==> src/rtl/bsx_pkg.sv <==
package bsx_pkg;
    localparam int XLEN  = 64;
    localparam int HALF  = 16;
    localparam int BYTE  = 8;
    localparam int LANES = XLEN / HALF;
    localparam int REGW  = 5;

    localparam logic [5:0] MAJOR_OP  = 6'b011111;
    localparam logic [5:0] FN_WORD   = 6'b100000;
    localparam logic [5:0] FN_DWORD  = 6'b100100;
    localparam logic [4:0] SEL_SWAP  = 5'b00010;
    localparam logic [4:0] SEL_HREV  = 5'b00101;
    localparam logic [4:0] SEL_SEXT8 = 5'b10000;
    localparam logic [4:0] SEL_SEXT16= 5'b11000;

    typedef enum logic [2:0] {
        OP_NONE,
        OP_SWAP32,
        OP_SWAP64,
        OP_HREV64,
        OP_SEXT8,
        OP_SEXT16
    } bsx_op_e;

    typedef enum logic [1:0] {
        ST_IDLE,
        ST_DONE,
        ST_FAULT
    } bsx_state_e;
endpackage

==> src/rtl/bsx_decode.sv <==
module bsx_decode
    import bsx_pkg::*;
(
    input  logic [5:0] major,
    input  logic [4:0] src_field,
    input  logic [4:0] sel,
    input  logic [5:0] fn,
    input  logic       en64,
    output bsx_op_e    op,
    output logic       legal
);
    logic wide;

    always_comb begin
        op   = OP_NONE;
        wide = 1'b0;
        if (major == MAJOR_OP && src_field == '0) begin
            case (fn)
                FN_WORD: begin
                    case (sel)
                        SEL_SWAP:   op = OP_SWAP32;
                        SEL_SEXT8:  op = OP_SEXT8;
                        SEL_SEXT16: op = OP_SEXT16;
                        default:    op = OP_NONE;
                    endcase
                end
                FN_DWORD: begin
                    wide = 1'b1;
                    case (sel)
                        SEL_SWAP: op = OP_SWAP64;
                        SEL_HREV: op = OP_HREV64;
                        default:  op = OP_NONE;
                    endcase
                end
                default: op = OP_NONE;
            endcase
        end
        legal = (op != OP_NONE) && !(wide && !en64);
    end
endmodule

==> src/rtl/bsx_datapath.sv <==
module bsx_datapath
    import bsx_pkg::*;
(
    input  logic [XLEN-1:0] src,
    input  bsx_op_e         op,
    output logic [XLEN-1:0] res
);
    logic [XLEN-1:0] swapped;
    logic [XLEN-1:0] reversed;

    for (genvar i = 0; i < LANES; i++) begin : g_lane
        assign swapped[i*HALF +: HALF]  = {src[i*HALF +: BYTE], src[i*HALF+BYTE +: BYTE]};
        assign reversed[i*HALF +: HALF] = src[(LANES-1-i)*HALF +: HALF];
    end

    always_comb begin
        unique case (op)
            OP_SWAP32: res = {{(XLEN-32){swapped[31]}}, swapped[31:0]};
            OP_SWAP64: res = swapped;
            OP_HREV64: res = reversed;
            OP_SEXT8:  res = {{(XLEN-BYTE){src[BYTE-1]}}, src[BYTE-1:0]};
            OP_SEXT16: res = {{(XLEN-HALF){src[HALF-1]}}, src[HALF-1:0]};
            default:   res = '0;
        endcase
    end
endmodule

==> src/rtl/hwswap_sext_unit.sv <==
module hwswap_sext_unit
    import bsx_pkg::*;
(
    input  logic            clk,
    input  logic            rst_n,
    input  logic            in_valid,
    input  logic [31:0]     instr,
    input  logic [XLEN-1:0] rt_val,
    input  logic            en64,
    output logic            out_valid,
    output logic            out_illegal,
    output logic [XLEN-1:0] out_result,
    output logic [REGW-1:0] out_dest
);
    bsx_state_e      state, state_nxt;
    bsx_op_e         dec_op;
    logic            dec_legal;
    logic [XLEN-1:0] dp_res;
    logic            unused_opnd;

    assign unused_opnd = ^instr[20:16];

    bsx_decode u_dec (
        .major    (instr[31:26]),
        .src_field(instr[25:21]),
        .sel      (instr[10:6]),
        .fn       (instr[5:0]),
        .en64     (en64),
        .op       (dec_op),
        .legal    (dec_legal)
    );

    bsx_datapath u_dp (
        .src(rt_val),
        .op (dec_op),
        .res(dp_res)
    );

    always_comb begin
        unique case (state)
            ST_IDLE, ST_DONE, ST_FAULT: begin
                if (!in_valid)      state_nxt = ST_IDLE;
                else if (dec_legal) state_nxt = ST_DONE;
                else                state_nxt = ST_FAULT;
            end
            default: state_nxt = ST_IDLE;
        endcase
    end

    always_ff @(posedge clk) begin
        if (!rst_n) state <= ST_IDLE;
        else        state <= state_nxt;
    end

    always_ff @(posedge clk) begin
        if (!rst_n) begin
            out_result <= '0;
            out_dest   <= '0;
        end else if (in_valid && dec_legal) begin
            out_result <= dp_res;
            out_dest   <= instr[15:11];
        end else begin
            out_result <= '0;
            out_dest   <= '0;
        end
    end

    always_comb begin
        unique case (state)
            ST_DONE:  begin out_valid = 1'b1; out_illegal = 1'b0; end
            ST_FAULT: begin out_valid = 1'b0; out_illegal = 1'b1; end
            default:  begin out_valid = 1'b0; out_illegal = 1'b0; end
        endcase
    end
endmodule

==> config.mk <==
export PLATFORM = sky130hd
export DESIGN_NAME = hwswap_sext_unit
export DESIGN_NICKNAME = d
export VERILOG_FILES = /design/src/rtl/bsx_pkg.sv /design/src/rtl/bsx_decode.sv /design/src/rtl/bsx_datapath.sv /design/src/rtl/hwswap_sext_unit.sv
export SDC_FILE = /design/constraint.sdc
export NUM_CORES = 1
export LEC_CHECK = 0
export BUFFER_PORTS_ARGS = -buffer_cell sky130_fd_sc_hd__buf_2
export CAP_MARGIN = 25
export CORE_AREA = 2 2 101 103
export CTS_BUF_LIST = sky130_fd_sc_hd__clkbuf_16
export DETAILED_ROUTE_END_ITERATION = 12
export DIE_AREA = 0 0 103 105
export SYNTH_ARGS = -nofsm -noshare
export SYNTH_HDL_FRONTEND = slang
export SYNTH_HIERARCHICAL = 1
export SYNTH_SLANG_ARGS = --single-unit
==> constraint.sdc <==
create_clock -name clk -period 6.85 [get_ports clk]
set_clock_uncertainty 0.1 [all_clocks]
set_input_delay 0.685 -clock clk [delete_from_list [all_inputs] [get_ports clk]]
set_output_delay 0.685 -clock clk [all_outputs]
set_load 0.1 [all_outputs]
==> results.json, run 1 <==
{
  "worst-r2r-cell-count": 2,
  "crit_path_cell_trace": "buf_2, nor4_1, nand4_1, nor3_2, buf_4, nand2b_1, o22ai_2, buf_4, a221o_1, and2_1",
  "holdCritPathClass": "flip-flop to flip-flop",
  "finish.instance_area_mm2": 0.00446,
  "drt_pass1_iterations": 5,
  "worstReg2RegEnd": "state[1]",
  "die-width_um": 103,
  "worst_ir_drop_vdd_v": 0.000116,
  "power.leakage_nw": 2.16,
  "design.final.nets": 580,
  "hold_path_end": "state[0]",
  "tritoncts_num_sinks": 71,
  "netlist-cell-type-count": 41,
  "setup-violations-final": 0,
  "reg2reg_setup_slack_ps": 6000,
  "cts_tree": "yes",
  "grt_max_degree": 71,
  "postCtsHoldBufs": 0,
  "syn-cell-area_mm2": 0.00335,
  "antenna_left": 0,
  "track_usage": 0.173,
  "rsz0062_at_grt": "no",
  "place.gp.congestion": 0.805,
  "post_cts.resized_instances": 0,
  "synthesized_flop_and_latch_total": 71,
  "critPathLaunch": "instr[22]",
  "critical_path.startpoint_type": "input pin",
  "die_h_um": 105,
  "critPathSlowestCell": "sky130_fd_sc_hd__nand2b_1",
  "overflow": 0,
  "yosysMostFrequentCell": "sky130_fd_sc_hd__dfxtp_1",
  "hpwlAfterDp_um": 6720,
  "yosysWarningCount": 6,
  "synth_edf_count": 0,
  "pin_count": 171,
  "syn_avg_cell_area_um2": 10.0,
  "worst_pin_slew_ps": 983,
  "route.vias.total": 3173,
  "design.core.area_mm2": 0.00964,
  "max_cap_viol_count": 0,
  "post_route_cells_drive_above_1_share": 0.421,
  "synth-main-ff-cell": "sky130_fd_sc_hd__dfxtp_1",
  "synth_top_cells_by_count": "sky130_fd_sc_hd__dfxtp_1, sky130_fd_sc_hd__and2_1, sky130_fd_sc_hd__a221o_1",
  "clock_latency_ps": 330,
  "start_util": 0.347,
  "cp_slowest_stage_delay_ps": 470,
  "routedWlPerCell_um": 15.7,
  "fin_tns_setup_ps": 0,
  "path_delay_family": "simple AND/OR/NAND/NOR gates",
  "n_antenna_cell": 0,
  "clock_tree.htree_level_count": 3,
  "post_dp_cell_area_mm2": 0.00414,
  "fin_crit_ps": 3280,
  "post-route-drc-count": 0,
  "antenna_found_initial": 0,
  "timing_worst_setup_path_type": "input pin to flip-flop",
  "synth_largest_area_cell": "sky130_fd_sc_hd__dfxtp_1",
  "synth_sequential_area_ratio": 0.425,
  "post-cts-setup-buffers": 0,
  "crit_arrival_ps": 3400,
  "post_drt_via_cell_ratio": 5.14,
  "r2r-start": "state[1]",
  "clockBufferDepth": 2,
  "cts.reportedPaths.clkPinSlew_ps": 60,
  "number_of_placement_rows": 36,
  "power.density_mw_per_mm2": 212,
  "hold_path_startpoint": "state[0]",
  "die_area_mm2": 0.0108,
  "required_time_of_the_worst_setup_path_ps": 6980,
  "drt-initial-drc-count": 157,
  "cts_inserted_buffers": 9,
  "postSynthCellCount": 334,
  "port_buffers": 165,
  "path_buf_inv": 3,
  "synthDominantCellAreaShare": 0.425,
  "area_growth_pct": 33.2,
  "wire_length_of_the_first_global_routing_pass_um": 14300,
  "wl_um": 9670,
  "clockRootBuffer": "sky130_fd_sc_hd__clkbuf_16",
  "highest_clock_rate_mhz": 305,
  "end_kind": "flip-flop",
  "run_status": "completed",
  "cpMostUsedCell": "sky130_fd_sc_hd__buf_4",
  "min_path_cells": 1,
  "cells_after_dpl": 601,
  "hold_vio_cnt_final": 0,
  "post_synth_main_area_contributors": "sky130_fd_sc_hd__dfxtp_1, sky130_fd_sc_hd__a221o_1, sky130_fd_sc_hd__and2_1",
  "syn_nets": 434,
  "final_max_slew_viol_count": 0,
  "layout.cells.non_filler": 617,
  "relSlewSlack": 0.345,
  "path_max_fanout": 35,
  "filler_cell_count": 990,
  "synth_async_sr_flop_share": 0,
  "finalCritPeriodShare": 0.478,
  "grt_pass1_vias": 2849
}
==> power breakdown <==
part	switching (W)	total [W]	leakage [nW]	internal, W
combinational	0.0000252	0.0000502	1.43	0.0000250
sequential	0.000000320	0.000414	0.572	0.000413
clock	0.000170	0.000483	0.159	0.000313
==> sequential cells by signal, summed over array words and instances, names as in the netlist <==
| signal | count |
|---|---|
| out_result | 64 |
| state | 2 |
| out_dest | 5 |
==> final cells by class <==
class	count	area (um^2)	area share
clock buffers	9	225	0.0505
inverters	1	3.75	0.000842
multi-input cells	226	1680	0.377
clock inverters	6	80.1	0.0180
flip-flops and latches	71	1420	0.319
well taps	133	166	0.0373
repair buffers	171	883	0.198
==> how the worst max path moves through the flow <==
stage / end / depth (start not counted)
after CTS: out_result[58] / 10
after detailed placement: out_result[58] / 10
final: out_result[58] / 10
after global placement: out_result[58] / 10
after global routing: out_result[58] / 10
after floorplan: out_result[7] / 9
==> cell usage in the layout, fill, tap and decap left out, types with 2 or more instances in the layout <==
cell type                   Yosys  layout
sky130_fd_sc_hd__nor2_1         4       2
sky130_fd_sc_hd__clkbuf_16      0       9
sky130_fd_sc_hd__a221oi_1       8       8
sky130_fd_sc_hd__o21ai_0        3       3
sky130_fd_sc_hd__and3_1         8       7
sky130_fd_sc_hd__inv_1          1       4
sky130_fd_sc_hd__a221o_1       48      48
sky130_fd_sc_hd__mux2_2         7       7
sky130_fd_sc_hd__buf_2         13     165
sky130_fd_sc_hd__and2_1        69      69
sky130_fd_sc_hd__nand2b_1       9       9
sky130_fd_sc_hd__nor2b_1        5       4
sky130_fd_sc_hd__a21oi_1       24      23
sky130_fd_sc_hd__nand2_1       11      11
sky130_fd_sc_hd__o32ai_1        6       6
sky130_fd_sc_hd__bufinv_16      0       2
sky130_fd_sc_hd__dfxtp_1       71      71
sky130_fd_sc_hd__buf_4          0       5
sky130_fd_sc_hd__nor2_2         1       2
==> logic make-up after synthesis <==
family / synth area share
AO/OA/AOI/OAI: 0.240
buffers and inverters: 0.0822
flip-flops: 0.425
multiplexers: 0.0265
AND/OR/NAND/NOR: 0.227
==> layer usage <==
metal	vias up	share of wire	GRT usage	wire length (um)
met3	13	0.086	0.0448	834
met1	1484	0.43	0.230	4200
met5	-	0	0	0
met4	0	0.018	0.0761	176
met2	145	0.46	0.260	4470
li1	1531	-	-	-
==> stage by stage <==
stage	setup WS, ps	utilization	power (W)	hold slack (ps)
after detailed placement	3220	0.429	0.000473	374
after global placement	3260	0.429	0.000472	356
after floorplan	4200	-	0.000434	346
after CTS	3570	0.461	0.000958	388
after global routing	3290	0.463	0.000982	416
final	3570	0.463	0.000947	384
Power figures use the tool's default switching activity.
==> inputs of run 2 (changes only) <==
ABC_AREA = 1   (was not set)
CORE_AREA = 2 2 109 111   (was 2 2 101 103)
DIE_AREA = 0 0 111 113   (was 0 0 103 105)
clock period = 3.4 ns   (was 6.85 ns; I/O delays follow)
==> run 2 against run 1 <==
Effect of this change:
- register-to-register slack worse by 3400 ps
- worst setup slack got worse by 2600 ps
- wire length is 11% higher
- sequential cell count unchanged
- sequential power rose by 100%
- synthesized cell count up 94%
==> results.json, run 2 <==
{
  "grt_max_degree": 71,
  "yosysWarningCount": 6,
  "post_synth_main_area_contributors": "sky130_fd_sc_hd__dfxtp_1, sky130_fd_sc_hd__nor2_1, sky130_fd_sc_hd__inv_1",
  "area_growth_pct": 31.0,
  "synth_largest_area_cell": "sky130_fd_sc_hd__dfxtp_1",
  "pin_count": 171,
  "number_of_placement_rows": 39,
  "antenna_left": 0,
  "largest-register": "out_result",
  "critPathLaunch": "instr[24]",
  "n_antenna_cell": 0,
  "post_cts.resized_instances": 0,
  "r2r-start": "state[1]",
  "filler_cell_count": 1241,
  "fin_total_pwr_w": 0.00200,
  "timing_worst_setup_path_type": "input pin to flip-flop",
  "power.density_mw_per_mm2": 395,
  "port_buffers": 165,
  "synth-main-ff-cell": "sky130_fd_sc_hd__dfxtp_1",
  "place.gp.congestion": 0.780,
  "fin_crit_ps": 2390,
  "die-width_um": 111,
  "fin_tns_setup_ps": 0,
  "wire_length_of_the_first_global_routing_pass_um": 18000,
  "tritoncts_num_sinks": 71,
  "hpwlAfterDp_um": 7780,
  "max_cap_viol_count": 0,
  "design.final.nets": 903,
  "highest_clock_rate_mhz": 418,
  "finalCritPeriodShare": 0.703,
  "rsz0062_at_grt": "no",
  "wl_um": 10800,
  "postCtsHoldBufs": 0,
  "flip_flop_count_of_the_largest_register_all_copies_and_words_added": 64,
  "cp_slowest_stage_delay_ps": 420,
  "post_route_cells_drive_above_1_share": 0.257,
  "crit_path_cell_trace": "buf_2, nor3_4, inv_2, nor2_4, nand3_1, inv_1, nor2_1, nand3_2, nand2_4, nor2_4, buf_4, nand2_1, inv_1, nor2_1",
  "drt_pass1_iterations": 4,
  "routedWlPerCell_um": 11.3,
  "cts_tree": "yes",
  "path_delay_family": "simple AND/OR/NAND/NOR gates",
  "cts_inserted_buffers": 9,
  "start_util": 0.343,
  "drt-initial-drc-count": 215,
  "final_max_slew_viol_count": 0,
  "design.core.area_mm2": 0.0113,
  "finish.instance_area_mm2": 0.00506,
  "crit_arrival_ps": 2480,
  "synth_edf_count": 0,
  "layout.core_utilization": 0.449,
  "biggestRegsByFlops": "out_result (64), out_dest (5), state (2)",
  "synth_sequential_area_ratio": 0.368,
  "layout.cells.most_common": "sky130_fd_sc_hd__nor2_1",
  "path_buf_inv": 5,
  "clockBufferDepth": 2,
  "overflow": 0,
  "worst_pin_slew_ps": 741,
  "synth_top_cells_by_count": "sky130_fd_sc_hd__nor2_1, sky130_fd_sc_hd__inv_1, sky130_fd_sc_hd__nand2_1",
  "cts.reportedPaths.clkPinSlew_ps": 60,
  "post-route-drc-count": 0,
  "clockRootBuffer": "sky130_fd_sc_hd__clkbuf_16",
  "required_time_of_the_worst_setup_path_ps": 3490,
  "syn-cell-area_mm2": 0.00386,
  "critical_path.startpoint_type": "input pin",
  "synth_async_sr_flop_share": 0,
  "end_kind": "flip-flop",
  "holdCritPathClass": "input pin to flip-flop",
  "run_status": "completed",
  "synthDominantCellAreaShare": 0.368,
  "worst_ir_drop_vdd_v": 0.000254,
  "hold_path_startpoint": "instr[14]",
  "post-cts-setup-buffers": 0,
  "path_max_fanout": 19,
  "post_dp_cell_area_mm2": 0.00472,
  "grt_pass1_vias": 3778,
  "yosysMostFrequentCell": "sky130_fd_sc_hd__nor2_1",
  "postSynthCellCount": 647,
  "post_drt_via_cell_ratio": 4.19,
  "syn_avg_cell_area_um2": 5.97,
  "layout.cells.most_common_list": "sky130_fd_sc_hd__nor2_1, sky130_fd_sc_hd__buf_2, sky130_fd_sc_hd__inv_1",
  "setup-violations-final": 0,
  "power.leakage_nw": 2.96,
  "track_usage": 0.177,
  "die_area_mm2": 0.0125,
  "hold_vio_cnt_final": 0,
  "die_h_um": 113,
  "critPathSlowestCell": "sky130_fd_sc_hd__nor2_4",
  "clock_latency_ps": 330,
  "route.vias.total": 3987,
  "relSlewSlack": 0.506,
  "clock_tree.htree_level_count": 3,
  "netlist-cell-type-count": 21,
  "syn_nets": 747,
  "antenna_found_initial": 0,
  "synthesized_flop_and_latch_total": 71
}
[run 2: cell count changes in the layout (fill, tap and decap cells not counted), moves of 6 or more]
cell / change
sky130_fd_sc_hd__and2_1: -69
sky130_fd_sc_hd__a21oi_1: -23
sky130_fd_sc_hd__mux2_2: -7
sky130_fd_sc_hd__a221oi_1: -8
sky130_fd_sc_hd__o32ai_1: -6
sky130_fd_sc_hd__nand2_1: +106
sky130_fd_sc_hd__nand3_1: +16
sky130_fd_sc_hd__nand4_1: +17
sky130_fd_sc_hd__nand2b_1: -9
sky130_fd_sc_hd__nor2_1: +226
sky130_fd_sc_hd__a221o_1: -48
sky130_fd_sc_hd__inv_1: +142
sky130_fd_sc_hd__and3_1: -6
[run 2: final cells by class]
class,count,area (um^2),area share
clock buffers,9,225,0.0445
clock inverters,7,111,0.0220
inverters,150,563,0.111
multi-input cells,398,1660,0.329
flip-flops and latches,71,1420,0.281
well taps,143,179,0.0354
repair buffers,173,898,0.178
[run 2: worst min-delay path, cell delays in order]
cell                     delay (ps)
sky130_fd_sc_hd__buf_2           90
sky130_fd_sc_hd__inv_1           40
sky130_fd_sc_hd__nor2_1          30
[run 2: layer usage]
metal / share of wire / GRT usage / wire (um) / vias up
met5: 0 / 0 / 0 / -
met1: 0.45 / 0.218 / 4820 / 1688
met4: 0.0076 / 0.0458 / 82 / 0
met3: 0.098 / 0.0686 / 1050 / 7
li1: - / - / - / 2148
met2: 0.45 / 0.293 / 4810 / 144
[run 2: report_power, final]
part           switching, W  total, W  leakage, nW  internal, W
registers       0.000000487  0.000833        0.572     0.000833
clock network      0.000349   0.00106        0.163     0.000711
logic             0.0000566  0.000106         2.23    0.0000490
total              0.000406   0.00200         2.96      0.00159
[run 2: cells by family (layout without fill, tap and decap cells)]
family,after synthesis,count (layout),share of synthesized area
and+or+nand+nor,397,397,0.429
buffers and inverters,178,339,0.202
AOI/OAI and AO/OA,1,1,0.00129
DFF,71,71,0.368
[run 2: path summary, 6_finish.rpt]
| path | cells past startpoint | to | slack, ps |
|---|---|---|---|
| worst max-delay path | 14 | out_result[36] | 1010 |
| worst min-delay path | 3 | out_dest[3] | 110 |
| worst max register to register | 3 | state[0] | 2650 |
| worst min register to register | 3 | state[1] | 430 |
[run 2: through the flow]
step	setup WS (ps)	hold slack, ps	instances
finish	1010	114	951
global route	724	108	951
detailed placement	648	416	935
CTS	1010	98.5	951
floorplan	1340	352	647
global placement	674	418	935
==> inputs of run 3 (changes only) <==
ABC_AREA = 0   (was 1)
CORE_AREA = 2 2 101 103   (was 2 2 109 111)
DIE_AREA = 0 0 103 105   (was 0 0 111 113)
PLACE_DENSITY = 0.66   (was not set)
clock period = 2.1 ns   (was 3.4 ns; I/O delays follow)
==> run 3 against run 2 <==
Effect of this change:
- count of clock-buffer cells in the layout is the same
- register-to-register slack lost 1400 ps
- sequential share of layout area shrank 0.91 points
- combinational power grew 96%
- critical endpoint is now out_result[53]
- largest power group unchanged
==> results.json, run 3 (synthesis gave the netlist of run 1 again) <==
{
  "grt_max_degree": 36,
  "place.gp.congestion": 0.840,
  "rsz0062_at_grt": "yes",
  "overflow": 0,
  "required_time_of_the_worst_setup_path_ps": 2220,
  "drt-initial-drc-count": 149,
  "wl_um": 11100,
  "post_route_cells_drive_above_1_share": 0.502,
  "fin_total_pwr_w": 0.00308,
  "layout.cells.most_common_list": "sky130_fd_sc_hd__buf_2, sky130_fd_sc_hd__dfxtp_1, sky130_fd_sc_hd__and2_1",
  "number_of_placement_rows": 36,
  "grt_pass1_vias": 3216,
  "drt_pass1_iterations": 5,
  "critPathLaunch": "instr[25]",
  "antenna_left": 0,
  "run_status": "completed",
  "routedWlPerCell_um": 16.5,
  "hold_slack_ps": 29.3,
  "clockRootBuffer": "sky130_fd_sc_hd__clkbuf_16",
  "area_growth_pct": 56.2,
  "post-route-drc-count": 0,
  "cts.reportedPaths.clkPinSlew_ps": 60,
  "max_cap_viol_count": 0,
  "holdCritPathClass": "input pin to flip-flop",
  "filler_cell_count": 913,
  "r2r-start": "state[1]",
  "track_usage": 0.187,
  "power.density_mw_per_mm2": 588,
  "layout.cells.most_common": "sky130_fd_sc_hd__buf_2",
  "route.vias.total": 3489,
  "tritoncts_num_sinks": 71,
  "worstReg2RegEnd": "state[1]",
  "critical_path.startpoint_type": "input pin",
  "highest_clock_rate_mhz": 482,
  "largest-register": "out_result",
  "final_max_slew_viol_count": 0,
  "layout.core_utilization": 0.543,
  "flip_flop_count_of_the_largest_register_all_copies_and_words_added": 64,
  "clockBufferDepth": 2,
  "end_kind": "flip-flop",
  "finalCritPeriodShare": 0.989,
  "port_buffers": 165,
  "critPathSlowestCell": "sky130_fd_sc_hd__a221o_1",
  "cts_tree": "yes",
  "n_antenna_cell": 0,
  "crit_arrival_ps": 2200,
  "design.core.area_mm2": 0.00964,
  "fin_crit_ps": 2080,
  "antenna_found_initial": 0,
  "min_path_cells": 2,
  "cp_slowest_stage_delay_ps": 360,
  "fin_tns_setup_ps": 0,
  "timing_worst_setup_path_type": "input pin to flip-flop",
  "worst_pin_slew_ps": 616,
  "die_h_um": 105,
  "pin_count": 171,
  "power.leakage_nw": 2.53,
  "die_area_mm2": 0.0108,
  "relSlewSlack": 0.588,
  "hold_vio_cnt_final": 0,
  "die-width_um": 103,
  "path_max_fanout": 8,
  "clock_latency_ps": 320,
  "hpwlAfterDp_um": 7770,
  "wire_length_of_the_first_global_routing_pass_um": 15800,
  "worst_ir_drop_vdd_v": 0.000282,
  "clock_tree.htree_level_count": 3,
  "biggestRegsByFlops": "out_result (64), out_dest (5), state (2)",
  "reg2reg_setup_slack_ps": 1250,
  "setup-violations-final": 0,
  "hold_path_startpoint": "in_valid",
  "worst-r2r-cell-count": 2,
  "hold_path_end": "state[1]",
  "design.final.nets": 633,
  "start_util": 0.347,
  "post_drt_via_cell_ratio": 5.20,
  "cts_inserted_buffers": 9,
  "crit_path_cell_trace": "buf_6, nor4bb_2, nand4_1, a21oi_2, buf_6, nor2b_4, nor2b_4, buf_12, buf_12, a221o_1, and2_1"
}
==> run 3: worst max-delay path by stage <==
stage,to,slack (ps),depth (start not counted)
2_1_floorplan,out_result[22],-60,11
3_3_place_gp,out_result[2],-330,9
3_5_place_dp,out_result[3],-370,9
4_1_cts,out_result[37],5,9
5_1_grt,out_result[40],-70,11
6_report,out_result[53],20,11
==> run 3: final cells by class <==
cell class,instances,area (um^2),area share
clock buffer,9,225,0.0431
clock inverter,7,71.3,0.0136
inverter,1,3.75,0.000718
multi-input combinational,226,1830,0.349
sequential,71,1420,0.272
tap,133,166,0.0318
timing repair buffer,224,1520,0.290
==> run 3: metrics by stage <==
step / cells / instance area [um^2] / worst slack, ps
3_5_place_dp: 636 / 4510 / -369
4_1_cts: 657 / 4860 / 5.32
6_report: 671 / 5230 / 23.9
3_3_place_gp: 636 / 4510 / -326
5_1_grt: 671 / 5230 / -70.6
2_1_floorplan: 334 / 3370 / -61.8
==> run 3: repair_timing <==
item	CTS	global route
buffers inserted	0	11
pin swaps	2	26
setup endpoints to repair	6	44
resized for setup	1	42
hold endpoints to repair	5	0
hold buffers	5	0
cloned	0	5
==> run 3: routing by layer <==
metal  GRT usage  share of wire
met5           0              0
met4      0.0865          0.023
met3      0.0488          0.085
met2       0.294           0.49
met1       0.236           0.40
==> run 3: worst max-delay path: cells and delay by family <==
kind	cells	cell delay, ps
buffers and inverters	4	530
AO/OA/AOI/OAI	2	610
AND/OR/NAND/NOR	5	850
==> run 3: power breakdown <==
| group | internal (W) | leakage [nW] | switching, W |
|---|---|---|---|
| registers | 0.00135 | 0.572 | 0.00000121 |
| clock network | 0.000921 | 0.140 | 0.000597 |
| logic | 0.000108 | 1.81 | 0.0000993 |
